===== src/rtl/irq_ctrl_pkg.sv =====
package irq_ctrl_pkg;

   // Register map (byte offsets on the control register port)
   localparam int unsigned MBOX_BASE_OFS = 32'h3000;
   localparam int unsigned MBOX_STRIDE   = 4;
   localparam int unsigned STATUS_OFS    = 32'h3060;
   localparam int unsigned ENABLE_OFS    = 32'h3070;

   // Status bit carrying the local-bus interrupt input
   localparam int unsigned SRC_BIT_POS   = 16;

   typedef enum logic {
      IRQ_OUT_LEVEL = 1'b0,
      IRQ_OUT_MSG   = 1'b1
   } irq_out_mode_e;

   function automatic int unsigned mbox_offset(input int unsigned idx);
      return MBOX_BASE_OFS + idx * MBOX_STRIDE;
   endfunction

endpackage


===== src/rtl/irq_reg_decode.sv =====
module irq_reg_decode
   import irq_ctrl_pkg::*;
#(
   parameter int unsigned DATA_W     = 32,
   parameter int unsigned ADDR_W     = 16,
   parameter int unsigned MBOX_COUNT = 8
) (
   input  logic                                reg_wr,
   input  logic [ADDR_W-1:0]                   reg_addr,
   input  logic [DATA_W-1:0]                   status_q,
   input  logic [DATA_W-1:0]                   enable_q,
   input  logic [MBOX_COUNT-1:0][DATA_W-1:0]   mbox_q,
   output logic                                stat_wr,
   output logic                                en_wr,
   output logic [MBOX_COUNT-1:0]               mbox_hit,
   output logic [DATA_W-1:0]                   reg_rdata
);

   localparam logic [ADDR_W-1:0] STAT_A = ADDR_W'(STATUS_OFS);
   localparam logic [ADDR_W-1:0] EN_A   = ADDR_W'(ENABLE_OFS);

   logic                  sel_stat;
   logic                  sel_en;
   logic [MBOX_COUNT-1:0] sel_mbox;

   assign sel_stat = (reg_addr == STAT_A);
   assign sel_en   = (reg_addr == EN_A);

   for (genvar gi = 0; gi < MBOX_COUNT; gi++) begin : g_mbox_sel
      localparam logic [ADDR_W-1:0] MB_A = ADDR_W'(mbox_offset(gi));
      assign sel_mbox[gi] = (reg_addr == MB_A);
      assign mbox_hit[gi] = reg_wr & sel_mbox[gi];
   end

   assign stat_wr = reg_wr & sel_stat;
   assign en_wr   = reg_wr & sel_en;

   always_comb begin
      reg_rdata = '0;
      if (sel_stat) reg_rdata = status_q;
      if (sel_en)   reg_rdata = enable_q;
      for (int i = 0; i < MBOX_COUNT; i++) begin
         if (sel_mbox[i]) reg_rdata = mbox_q[i];
      end
   end

endmodule


===== src/rtl/irq_mailbox_bank.sv =====
module irq_mailbox_bank #(
   parameter int unsigned DATA_W     = 32,
   parameter int unsigned MBOX_COUNT = 8
) (
   input  logic                              clk,
   input  logic                              rst_n,
   input  logic [MBOX_COUNT-1:0]             mbox_hit,
   input  logic [DATA_W-1:0]                 wdata,
   output logic [MBOX_COUNT-1:0][DATA_W-1:0] mbox_q
);

   for (genvar gi = 0; gi < MBOX_COUNT; gi++) begin : g_slot
      always_ff @(posedge clk or negedge rst_n) begin
         if (!rst_n)            mbox_q[gi] <= '0;
         else if (mbox_hit[gi]) mbox_q[gi] <= wdata;
      end

      // a mailbox write lands the word in its slot
      assert_mbox_store_R3: assert property (@(posedge clk) disable iff (!rst_n)
         mbox_hit[gi] |=> (mbox_q[gi] == $past(wdata)));
   end

endmodule


===== src/rtl/irq_status_bank.sv =====
module irq_status_bank #(
   parameter int unsigned DATA_W     = 32,
   parameter int unsigned MBOX_COUNT = 8,
   parameter int unsigned SRC_BIT    = 16
) (
   input  logic                  clk,
   input  logic                  rst_n,
   input  logic                  src_irq,
   input  logic [MBOX_COUNT-1:0] mbox_hit,
   input  logic                  stat_wr,
   input  logic                  en_wr,
   input  logic [DATA_W-1:0]     wdata,
   output logic [DATA_W-1:0]     status_q,
   output logic [DATA_W-1:0]     enable_q
);

   localparam logic [DATA_W-1:0] SRC_ONEHOT = DATA_W'(1) << SRC_BIT;
   localparam logic [DATA_W-1:0] MBOX_MASK  = (DATA_W'(1) << MBOX_COUNT) - DATA_W'(1);
   localparam logic [DATA_W-1:0] IMPL_MASK  = SRC_ONEHOT | MBOX_MASK;

   logic [DATA_W-1:0] set_vec;
   logic [DATA_W-1:0] clr_vec;
   logic [DATA_W-1:0] hold_vec;
   logic [DATA_W-1:0] status_d;

   // Requests arriving this cycle
   assign set_vec = (src_irq ? SRC_ONEHOT : '0) | (DATA_W'(mbox_hit) & MBOX_MASK);

   // The source bit may not be acknowledged while its request is still high
   assign hold_vec = src_irq ? SRC_ONEHOT : '0;
   assign clr_vec  = stat_wr ? (wdata & IMPL_MASK & ~hold_vec) : '0;

   // Set wins over clear on the same bit
   assign status_d = ((status_q & ~clr_vec) | set_vec) & IMPL_MASK;

   always_ff @(posedge clk or negedge rst_n) begin
      if (!rst_n) begin
         status_q <= '0;
         enable_q <= '0;
      end else begin
         status_q <= status_d;
         if (en_wr) enable_q <= wdata & IMPL_MASK;
      end
   end

   assert_src_sets_R2: assert property (@(posedge clk) disable iff (!rst_n)
      src_irq |=> status_q[SRC_BIT]);

   assert_src_ack_clears_R4: assert property (@(posedge clk) disable iff (!rst_n)
      (stat_wr && wdata[SRC_BIT] && !src_irq) |=> !status_q[SRC_BIT]);

   assert_clear_blocked_R5: assert property (@(posedge clk) disable iff (!rst_n)
      (stat_wr && wdata[SRC_BIT] && src_irq) |=> status_q[SRC_BIT]);

   for (genvar gi = 0; gi < MBOX_COUNT; gi++) begin : g_mbox_chk
      assert_mbox_flags_R3: assert property (@(posedge clk) disable iff (!rst_n)
         mbox_hit[gi] |=> status_q[gi]);
   end

endmodule


===== src/rtl/irq_out_gen.sv =====
module irq_out_gen
   import irq_ctrl_pkg::*;
#(
   parameter irq_out_mode_e OUT_MODE = IRQ_OUT_LEVEL
) (
   input  logic clk,
   input  logic rst_n,
   input  logic pending,
   output logic legacy_irq,
   output logic msi_req
);

   if (OUT_MODE == IRQ_OUT_MSG) begin : g_msg
      logic pend_q;
      logic pulse_q;

      always_ff @(posedge clk or negedge rst_n) begin
         if (!rst_n) begin
            pend_q  <= 1'b0;
            pulse_q <= 1'b0;
         end else begin
            pend_q  <= pending;
            pulse_q <= pending & ~pend_q;
         end
      end

      assign msi_req    = pulse_q;
      assign legacy_irq = 1'b0;

      assert_single_pulse_R8: assert property (@(posedge clk) disable iff (!rst_n)
         msi_req |=> !msi_req);
   end else begin : g_level
      logic level_q;

      always_ff @(posedge clk or negedge rst_n) begin
         if (!rst_n) level_q <= 1'b0;
         else        level_q <= pending;
      end

      assign legacy_irq = level_q;
      assign msi_req    = 1'b0;
   end

endmodule


===== src/rtl/irq_status_ctrl.sv =====
module irq_status_ctrl
   import irq_ctrl_pkg::*;
#(
   parameter int unsigned   DATA_W     = 32,
   parameter int unsigned   ADDR_W     = 16,
   parameter int unsigned   MBOX_COUNT = 8,
   parameter irq_out_mode_e OUT_MODE   = IRQ_OUT_LEVEL
) (
   input  logic              clk,
   input  logic              rst_n,
   input  logic              local_irq,
   input  logic              reg_wr,
   input  logic [ADDR_W-1:0] reg_addr,
   input  logic [DATA_W-1:0] reg_wdata,
   output logic [DATA_W-1:0] reg_rdata,
   output logic              legacy_irq,
   output logic              msi_req
);

   // Elaboration-time parameter checks
   if (ADDR_W < 14 || ADDR_W > 32) begin : g_bad_addr
      $error("irq_status_ctrl: ADDR_W must be 14..32");
   end
   if (DATA_W <= SRC_BIT_POS || DATA_W > 64) begin : g_bad_data
      $error("irq_status_ctrl: DATA_W must exceed the source bit and be at most 64");
   end
   if (MBOX_COUNT < 1 || MBOX_COUNT > SRC_BIT_POS) begin : g_bad_mbox
      $error("irq_status_ctrl: MBOX_COUNT must be 1..16");
   end
   if (mbox_offset(MBOX_COUNT - 1) >= STATUS_OFS) begin : g_bad_map
      $error("irq_status_ctrl: mailbox range overlaps the status register");
   end

   logic                              stat_wr;
   logic                              en_wr;
   logic [MBOX_COUNT-1:0]             mbox_hit;
   logic [DATA_W-1:0]                 status_q;
   logic [DATA_W-1:0]                 enable_q;
   logic [MBOX_COUNT-1:0][DATA_W-1:0] mbox_q;
   logic                              pending_w;

   irq_reg_decode #(
      .DATA_W    (DATA_W),
      .ADDR_W    (ADDR_W),
      .MBOX_COUNT(MBOX_COUNT)
   ) u_decode (
      .reg_wr   (reg_wr),
      .reg_addr (reg_addr),
      .status_q (status_q),
      .enable_q (enable_q),
      .mbox_q   (mbox_q),
      .stat_wr  (stat_wr),
      .en_wr    (en_wr),
      .mbox_hit (mbox_hit),
      .reg_rdata(reg_rdata)
   );

   irq_mailbox_bank #(
      .DATA_W    (DATA_W),
      .MBOX_COUNT(MBOX_COUNT)
   ) u_mbox (
      .clk     (clk),
      .rst_n   (rst_n),
      .mbox_hit(mbox_hit),
      .wdata   (reg_wdata),
      .mbox_q  (mbox_q)
   );

   irq_status_bank #(
      .DATA_W    (DATA_W),
      .MBOX_COUNT(MBOX_COUNT),
      .SRC_BIT   (SRC_BIT_POS)
   ) u_status (
      .clk     (clk),
      .rst_n   (rst_n),
      .src_irq (local_irq),
      .mbox_hit(mbox_hit),
      .stat_wr (stat_wr),
      .en_wr   (en_wr),
      .wdata   (reg_wdata),
      .status_q(status_q),
      .enable_q(enable_q)
   );

   assign pending_w = |(status_q & enable_q);

   irq_out_gen #(
      .OUT_MODE(OUT_MODE)
   ) u_out (
      .clk       (clk),
      .rst_n     (rst_n),
      .pending   (pending_w),
      .legacy_irq(legacy_irq),
      .msi_req   (msi_req)
   );

   // nothing enabled and pending means no request next cycle
   assert_gated_quiet_R10: assert property (@(posedge clk) disable iff (!rst_n)
      !pending_w |=> (!legacy_irq && !msi_req));

   // the level only follows an enabled pending bit
   assert_level_source_R7: assert property (@(posedge clk) disable iff (!rst_n)
      legacy_irq |-> $past(pending_w));

endmodule


===== config.mk =====
export PLATFORM = sky130hd
export DESIGN_NAME = irq_status_ctrl
export DESIGN_NICKNAME = d
export VERILOG_FILES = /design/src/rtl/irq_ctrl_pkg.sv /design/src/rtl/irq_reg_decode.sv /design/src/rtl/irq_mailbox_bank.sv /design/src/rtl/irq_status_bank.sv /design/src/rtl/irq_out_gen.sv /design/src/rtl/irq_status_ctrl.sv
export SDC_FILE = /design/constraint.sdc
export NUM_CORES = 1
export LEC_CHECK = 0
export ABC_AREA = 0
export BUFFER_PORTS_ARGS = -buffer_cell sky130_fd_sc_hd__buf_2
export CORE_MARGIN = 2
export CORE_UTILIZATION = 50
export DETAILED_ROUTE_END_ITERATION = 10
export PLACE_DENSITY_LB_ADDON = 0.08
export SYNTH_ARGS = -nofsm -noshare
export SYNTH_HDL_FRONTEND = slang
export SYNTH_SLANG_ARGS = --single-unit
export TNS_END_PERCENT = 20

===== constraint.sdc =====
create_clock -name clk -period 2.72 [get_ports clk]
set_input_delay 0.272 -clock clk [delete_from_list [all_inputs] [get_ports clk]]
set_output_delay 0.272 -clock clk [all_outputs]
set_load 0.005 [all_outputs]

---- Word-level counts from Yosys, hierarchy flattened ----
Cells that the tools add are included.
word-level totals
  register bits ........................... 275
  latch bits .............................. 0
  memory bits (writable) .................. 0
  memory bits (read-only) ................. 0
  input port bits ......................... 52
  output and inout port bits .............. 34
  word-level logic and storage cells ...... 51
  memories kept ........................... 0
operators by class
  add/sub/neg operators ................... 0
  multiply operators ...................... 0
  divide/modulo/power cells ............... 0
  magnitude comparators ................... 0
  eq/ne operators ......................... 10
  shifts and indexed selects .............. 0
  mux-type cells .......................... 12
  bitwise gates (word level) .............. 17
  reduce and logical (&&, ||, !) cells .... 1
operators by type and width
  kind                    count
  $mux W32                8
  $eq A16 B14 Y1 const B  10
  $mux W17                4
  $and A17 B17 Y17        3
  $not A17 Y17            2
  $reduce_or A32 Y1       1
  $or A17 B17 Y17         1
  $or A17 B8 Y17          1
  $and A1 B1 Y1           10

---- Logic depth before layout (Yosys ltp) ----
Gate-level depths: netlist of run 1.
  word-level depth ........................ 11
  gate-level depth with buffers ........... 8
  mapped depth without buffers ............ 5

---- Cells and area by module ----
A second synthesis of run 1 with hierarchy kept.
second synthesis, totals
  cells, all modules ...................... 1048
  area total of the unflattened synthesis .. 14671.6 um2
modules (own cells, without submodules)
  module            instances  cells each  area an instance (um2)  seq. area each (um2)
  irq_mailbox_bank  1          544         10760.3                 6406.1
  irq_reg_decode    1          386         2665.1                  0.0
  irq_status_bank   1          94          1052.3                  450.4
  irq_status_ctrl   1          21          157.7                   0.0
  irq_out_gen       1          3           36.3                    25.0

---- Least setup slack after synthesis of run 1 ----
Ideal clock, no wire load.
  path type ............................... input -> output
  start point ............................. input reg_addr[11]
  end point ............................... output reg_rdata[3]
  arrival time ............................ 2.144 ns
  required time ........................... 2.448 ns
  path slack .............................. 0.304 ns
  stages .................................. 7
  path buffers ............................ 2
  path through ............................ or4_4 -> buf_6 -> buf_2 -> nor4_1 -> o211a_1 -> a211oi_1 -> o22ai_1
on the way
  word-level cells in the longest chain between the ends .. 11
  elaborated cells on any way between the ends .. 20
  classes of those cells .................. 10 x eq/ne; 10 x mux
RTL lines
  what                   RTL line               source
  start, declared        irq_status_ctrl.sv:13  input logic [ADDR_W-1:0] reg_addr,
  $eq A16 B14 Y1         irq_reg_decode.sv:26   assign sel_stat = (reg_addr == STAT_A);
  $mux W17               irq_reg_decode.sv:40   if (sel_stat) reg_rdata = status_q;
  $mux W17               irq_reg_decode.sv:41   if (sel_en) reg_rdata = enable_q;
  $mux W32 (7 in a row)  irq_reg_decode.sv:43   if (sel_mbox[i]) reg_rdata = mbox_q[i];
  $mux W32 *             irq_reg_decode.sv:43
  end, declared          irq_status_ctrl.sv:15  output logic [DATA_W-1:0] reg_rdata,
Mark *: on every way between the ends. The rest lies on a longest branch, timed or not.

---- Worst setup path after layout of run 1 ----
  start point ............................. input reg_addr[8]
  end point ............................... output reg_rdata[11]
on the way
  word-level cells in the longest chain between the ends .. 10
  elaborated cells on any way between the ends .. 18
  classes of those cells .................. 9 x eq/ne; 9 x mux
RTL lines
  what                   RTL line              source
  $eq A16 B14 Y1         irq_reg_decode.sv:27  assign sel_en = (reg_addr == EN_A);
  $mux W17               irq_reg_decode.sv:41
  $mux W32 (7 in a row)  irq_reg_decode.sv:43
  $mux W32 *             irq_reg_decode.sv:43
Marks and branches as above.

==> flow_summary.yaml, run 1 <==
outcome:
  status: "finished with violations"
  violations: "negative setup slack"
sta:
  hold_viol_final: 0
  rsz0062_at_grt: "true"
  layout_min_cycle_time_ns: 2.72
  fin_worst_skew_ns: 0.00507
  setup_ws_ns: -0.00386
  fin_setup_tns_ns: -0.00582
  finalSetupViolCount: 2
  slew_viol_final: 0
  fmax_ghz: 0.367
  fin_crit_sh_pct: 100
routing:
  drtPass1Iterations: 6
  drtAntennaViolNets: 0
  wl_met3_mm: 1.92
  wl_per_cell_um: 22.4
  drtIter0Drc: 794
  routed_wl_mm: 34.5
  drc: 0
  wl_met2_mm: 15.7
  vias_per_cell: 5.89
  top_layer_used: "met5"
  wl_met1_mm: 16.3
  via_count: 9068
critical_path:
  timing.rr.start: "u_status.enable_q[5]"
  startpoint_type: "input pin"
  crit_chain: "buf_2 -> or4_4 -> buf_4 -> nor4_4 -> buf_4 -> nand2_1 -> a32o_1 -> a22oi_2 -> buf_2"
  crit_end: "reg_rdata[11]"
  cp-end-kind: "output pin"
  r2r_setup_slack_ns: 1.51
  cp_slowest_cell: "or4_4"
  cp.arrival_ns: 2.45
  crit_type: "input pin to output pin"
  r2r_cells: 3
  crit_path_max_incr_delay_ns: 0.64
  worst_ep_required_time_ns: 2.45
  r2r-end: "u_out.legacy_irq"
  crit_fanout: 7
  crit_start: "reg_addr[8]"
floorplan:
  die_w_um: 162
  dieArea_um2: 26400
  rows: 57
  die_h_um: 162
  io_pins: 86
  core_um2: 24500
  initial_core_util_pct: 51.2
yosys:
  synth-seq-cells: 275
  async_flop_share_pct: 100
  syn_avg_cell_area_um2: 12.2
  yosysWarnings: 0
  synth_area_um2: 12500
  yosysSeqAreaShare_pct: 54.9
  syn_nets: 1081
  yosys.cell_types.count: 53
  synth_cells: 1029
  synth_edf_count: 0
  synthFlopType: "dfrtp_1"
cells_and_area:
  layout_commonest_cell: "dfrtp_1"
  drive_gt1_share_pct: 38.7
  finalInstanceArea_um2: 15300
  nets: 1248
  fill_cells: 1946
  insertedDiodeCount: 0
  synthToLayoutAreaGrowth_pct: 22.0
  mostFrequentLayoutCells: "275 x dfrtp_1, 194 x mux2_2, 115 x nand2_1"
clocking:
  cts_sinks: 275
  cts_root_buffer: "clkbuf_16"
  cts_buffers: 31
  h-tree-depth: 1
  cts_tree: "done"
  cts_buffer_depth: 3
  clock_latency_ns: 0.55
  clkTransAtPathRegs_ns: 0.06
global_routing:
  antenna_found_initial: 1
  grt_pass1_vias: 9026
  grtUsageTotal_pct: 26.4
  grt_pass1_wl_mm: 53.5
  grt_max_degree: 63
  grt-ovfl-total: 0
placed_design:
  globalplace.congestion: 0.855
  dp_hpwl_mm: 22.8
  dpl_cell_area_um2: 14000
  portBuffers: 84
run:
  cap_violations: 0
pwr:
  p_per_area_nw_per_um2: 549
  vdd_drop_max_mv: 0.549
  p_leak_nw: 7.72
hold_path:
  hp-class: "input pin to flip-flop"
-- what timing repair did --
item / 4_1_cts / 5_1_grt
hold endpoints to repair: 61 / 0
resized for setup: 4 / 19
pin swaps: 0 / 3
setup buffers: 0 / 10
hold buffers: 9 / 0
endpoints found under the setup margin: 3 / 27
cloned: 0 / 1
-- power breakdown --
part,switching [mW],internal [mW]
clock network,1.64,2.32
registers,0.000778,4.09
logic,0.247,0.0971
total,1.89,6.51
-- layer usage --
metal,vias to the layer above,global-route usage [%]
li1,4165,-
met1,4614,39.7
met2,245,41.4
met3,42,3.59
met4,2,5.51
met5,-,0
-- layout make-up --
type | instances | area (um2) | share of cell area (%)
Sequential cell | 275 | 6880 | 45.0
Clock inverter | 5 | 31.3 | 0.205
Inverter | 9 | 33.8 | 0.221
Clock buffer | 48 | 930 | 6.08
Multi-Input combinational cell | 671 | 5410 | 35.4
Tap cell | 324 | 405 | 2.65
Timing Repair Buffer | 208 | 1600 | 10.4
-- stage by stage --
step	worst slack, ns	total power, mW	utilization [%]	cells	hold slack [ns]
floorplan	0.304	4.26	-	1029	-0.0236
global placement	-0.0645	4.50	57.4	1467	0.247
detailed placement	-0.0532	4.49	57.4	1467	0.246
CTS	-0.00753	8.46	61.8	1529	0.0240
global route	-0.0586	8.66	62.5	1540	0.0418
finish	-0.00386	8.40	62.5	1540	0.0310
-- flip-flops by register name (all words and copies together), names as in the netlist --
register / count
u_mbox.mbox_q: 256
u_out.legacy_irq: 1
u_status.enable_q: 9
u_status.status_q: 9
-- worst max-delay path, delay by kind of cell --
family	cells	cell delay, ns
AO/OA/AOI/OAI	2	0.45
AND/OR/NAND/NOR	3	1.01
buffers and inverters	4	0.70
-- cell usage after synthesis, types with 17 or more instances --
cell	number	share of area (%)
mux2_1	25	2.2
a21o_1	18	1.1
nor2_1	29	0.87
nand2_1	119	3.6
a222oi_1	20	1.6
o2bb2ai_1	17	1.2
a22oi_1	49	2.9
buf_2	32	1.3
mux2_2	194	17
clkbuf_1	38	1.1
dfrtp_1	275	55
o21ai_0	69	2.8
-- how the worst min path moves through the flow --
stage             startpoint            endpoint  slack, ns  depth (start not counted)
6_report       reg_wdata[18]   u_mbox.mbox_q[82]       0.03                          2
4_1_cts        reg_wdata[12]   u_mbox.mbox_q[76]       0.02                          2
3_5_place_dp           rst_n  u_mbox.mbox_q[231]       0.25                          1
5_1_grt        reg_wdata[18]   u_mbox.mbox_q[82]       0.04                          2
3_3_place_gp           rst_n  u_mbox.mbox_q[231]       0.25                          1
2_1_floorplan          rst_n    u_mbox.mbox_q[0]      -0.02                          0
-- cell families after synthesis --
kind of cell / synth area share (%)
flip-flops: 54.9
AND/OR/NAND/NOR: 8.33
other: 0.0299
AO/OA/AOI/OAI: 13.3
buffers and inverters: 2.95
multiplexers: 20.5
Power figures use the tool's default switching activity.
==> inputs of run 2 (changes only) <==
==> constraint.sdc (replaced) <==
create_clock -name clk -period 3.05 [get_ports clk]
set_input_delay 0.305 -clock clk [delete_from_list [all_inputs] [get_ports clk]]
set_output_delay 0.305 -clock clk [all_outputs]
set_load 0.005 [all_outputs]
==> run 2 against run 1 <==
Compared with the run above: the run now ends clean; flip-flop and latch count unchanged; clock power down 7.8%; total power down 9.7%; worst hold slack worse by 0.0098 ns; non-clock buffer count down 48; global-route usage up 0.061 points; worst setup slack better by 0.076 ns; combinational power down 16%; utilization down 2.1 points; cell count down 3.0%; die area unchanged; largest cell class unchanged; highest routed layer unchanged.
==> flow_summary.yaml, run 2 (same netlist as run 1, synthesis figures left out) <==
sta:
  finalSetupViolCount: 0
  layout_min_cycle_time_ns: 2.98
  fmax_ghz: 0.336
  worst_pin_slew_ns: 0.684
  fin_crit_sh_pct: 97.6
  rsz0062_at_grt: "false"
  hold_viol_final: 0
  fin_worst_skew_ns: 0.00693
  slew_headroom_pct: 54.4
  fin_setup_tns_ns: 0
  slew_viol_final: 0
placed_design:
  portBuffers: 84
  dp_hpwl_mm: 22.0
  globalplace.congestion: 0.851
routing:
  routed_wl_mm: 34.0
  wl_per_cell_um: 22.7
  vias_per_cell: 5.96
  via_count: 8911
  drc: 0
  drtIter0Drc: 679
  drtPass1Iterations: 5
  drtAntennaViolNets: 0
cells_and_area:
  multi_input_area_um2: 5340
  top_regs: "u_mbox.mbox_q: 256 flops, u_status.enable_q: 9 flops, u_status.status_q: 9 flops"
  largest_register_ffs: 256
  top_register: "u_mbox.mbox_q"
  synthToLayoutAreaGrowth_pct: 18.0
  mostFrequentLayoutCells: "275 x dfrtp_1, 194 x mux2_2, 115 x nand2_1"
  layout_commonest_cell: "dfrtp_1"
  register_area_um2: 6880
  fill_cells: 2025
  drive_gt1_share_pct: 35.8
  nets: 1198
global_routing:
  grtUsageTotal_pct: 26.5
  antenna_found_initial: 3
  grt_pass1_wl_mm: 53.4
  grt_max_degree: 85
  gr-usage-met1_pct: 39.6
  grt-ovfl-total: 0
  grt_pass1_vias: 8927
  grt_use_met3_pct: 3.92
  grt_util_met2_pct: 41.1
  grt.busiest_layer: "met2"
clocking:
  h-tree-depth: 1
  cts_tree: "done"
  cts_buffer_depth: 3
  cts_root_buffer: "clkbuf_16"
  cts_sinks: 275
  cts_buffers: 30
  clkTransAtPathRegs_ns: 0.06
  clock_latency_ns: 0.55
  post_cts_buffers: 0
pwr:
  p_leak_nw: 7.45
  p_total_mw: 7.59
  p_per_area_nw_per_um2: 513
  vdd_drop_max_mv: 0.387
critical_path:
  worst_ep_required_time_ns: 2.74
  cp.arrival_ns: 2.67
  cp-end-kind: "output pin"
  startpoint_type: "input pin"
  crit_fanout: 8
  crit_type: "input pin to output pin"
floorplan:
  initial_core_util_pct: 51.2
  die_h_um: 162
  rows: 57
  core_um2: 24500
  dieArea_um2: 26400
  die_w_um: 162
  io_pins: 86
outcome:
  status: "complete, no violations"
hold_path:
  hp-class: "input pin to flip-flop"
run:
  cap_violations: 0
==> run 2: changes by cell type in the layout (fill, tap and decap cells not counted), sizes merged <==
cell | before | now
or4 | 5 | 4
clkbuf | 48 | 47
clkinv | 4 | 6
bufinv | 0 | 1
diode | 0 | 2
dlygate4sd3 | 9 | 8
buf | 199 | 152
inv | 10 | 9
==> run 2: final cells by class <==
| type | instances | area share [%] |
|---|---|---|
| multi-input combinational | 670 | 36.1 |
| clock buffer | 47 | 6.40 |
| timing repair buffer | 160 | 7.58 |
| antenna | 2 | 0.0338 |
| clock inverter | 7 | 0.406 |
| sequential | 275 | 46.5 |
| inverter | 9 | 0.228 |
| tap | 324 | 2.74 |
==> run 2: per-layer routing <==
| metal | wire length [um] | vias up |
|---|---|---|
| met5 | 13 | - |
| met4 | 650 | 2 |
| met3 | 1830 | 45 |
| met2 | 15500 | 262 |
| met1 | 15900 | 4553 |
| li1 | - | 4049 |
==> run 2: path summary, 6_finish.rpt <==
| kind | startpoint | endpoint | slack (ns) | cells after the start |
|---|---|---|---|---|
| setup reg to reg | u_status.enable_q[5] | u_out.legacy_irq | 1.87 | 3 |
| setup / recovery | reg_addr[6] | reg_rdata[4] | 0.07 | 7 |
| max in group asynchronous | rst_n | u_mbox.mbox_q[150] | 1.88 | 3 |
| hold reg to reg | u_mbox.mbox_q[34] | u_mbox.mbox_q[34] | 0.47 | 2 |
| hold / removal | reg_wdata[0] | u_mbox.mbox_q[192] | 0.02 | 2 |
| min in group asynchronous | rst_n | u_mbox.mbox_q[231] | 0.36 | 2 |
==> run 2: worst max-delay path: stages <==
cell	delay (ns)
buf_2	0.14
or4b_1	0.70
or3_1	0.53
a2111oi_0	0.46
o21ba_2	0.22
a22o_1	0.19
buf_2	0.13
==> run 2: repair_timing <==
action,4_1_cts,5_1_grt
endpoints found under the setup margin,0,2
hold buffers,8,0
hold endpoints to repair,87,0
gates resized for setup,0,1
==> run 2: through the flow <==
step                      util (%)  worst slack, ns  hold WS, ns  cells  instance area (um2)
after floorplan                  -            0.568      0.00941   1029                12500
after global placement        56.0           0.0645        0.361   1430                13700
after detailed placement      56.0           0.0659        0.360   1430                13700
after CTS                     60.4           0.0480      0.00142   1492                14800
after global routing          60.5           0.0185       0.0103   1494                14800
final                         60.5           0.0726       0.0212   1494                14800
==> run 2: power by group <==
group	switching, mW	internal [mW]
logic	0.214	0.0746
registers	0.000679	3.65
clock network	1.45	2.19
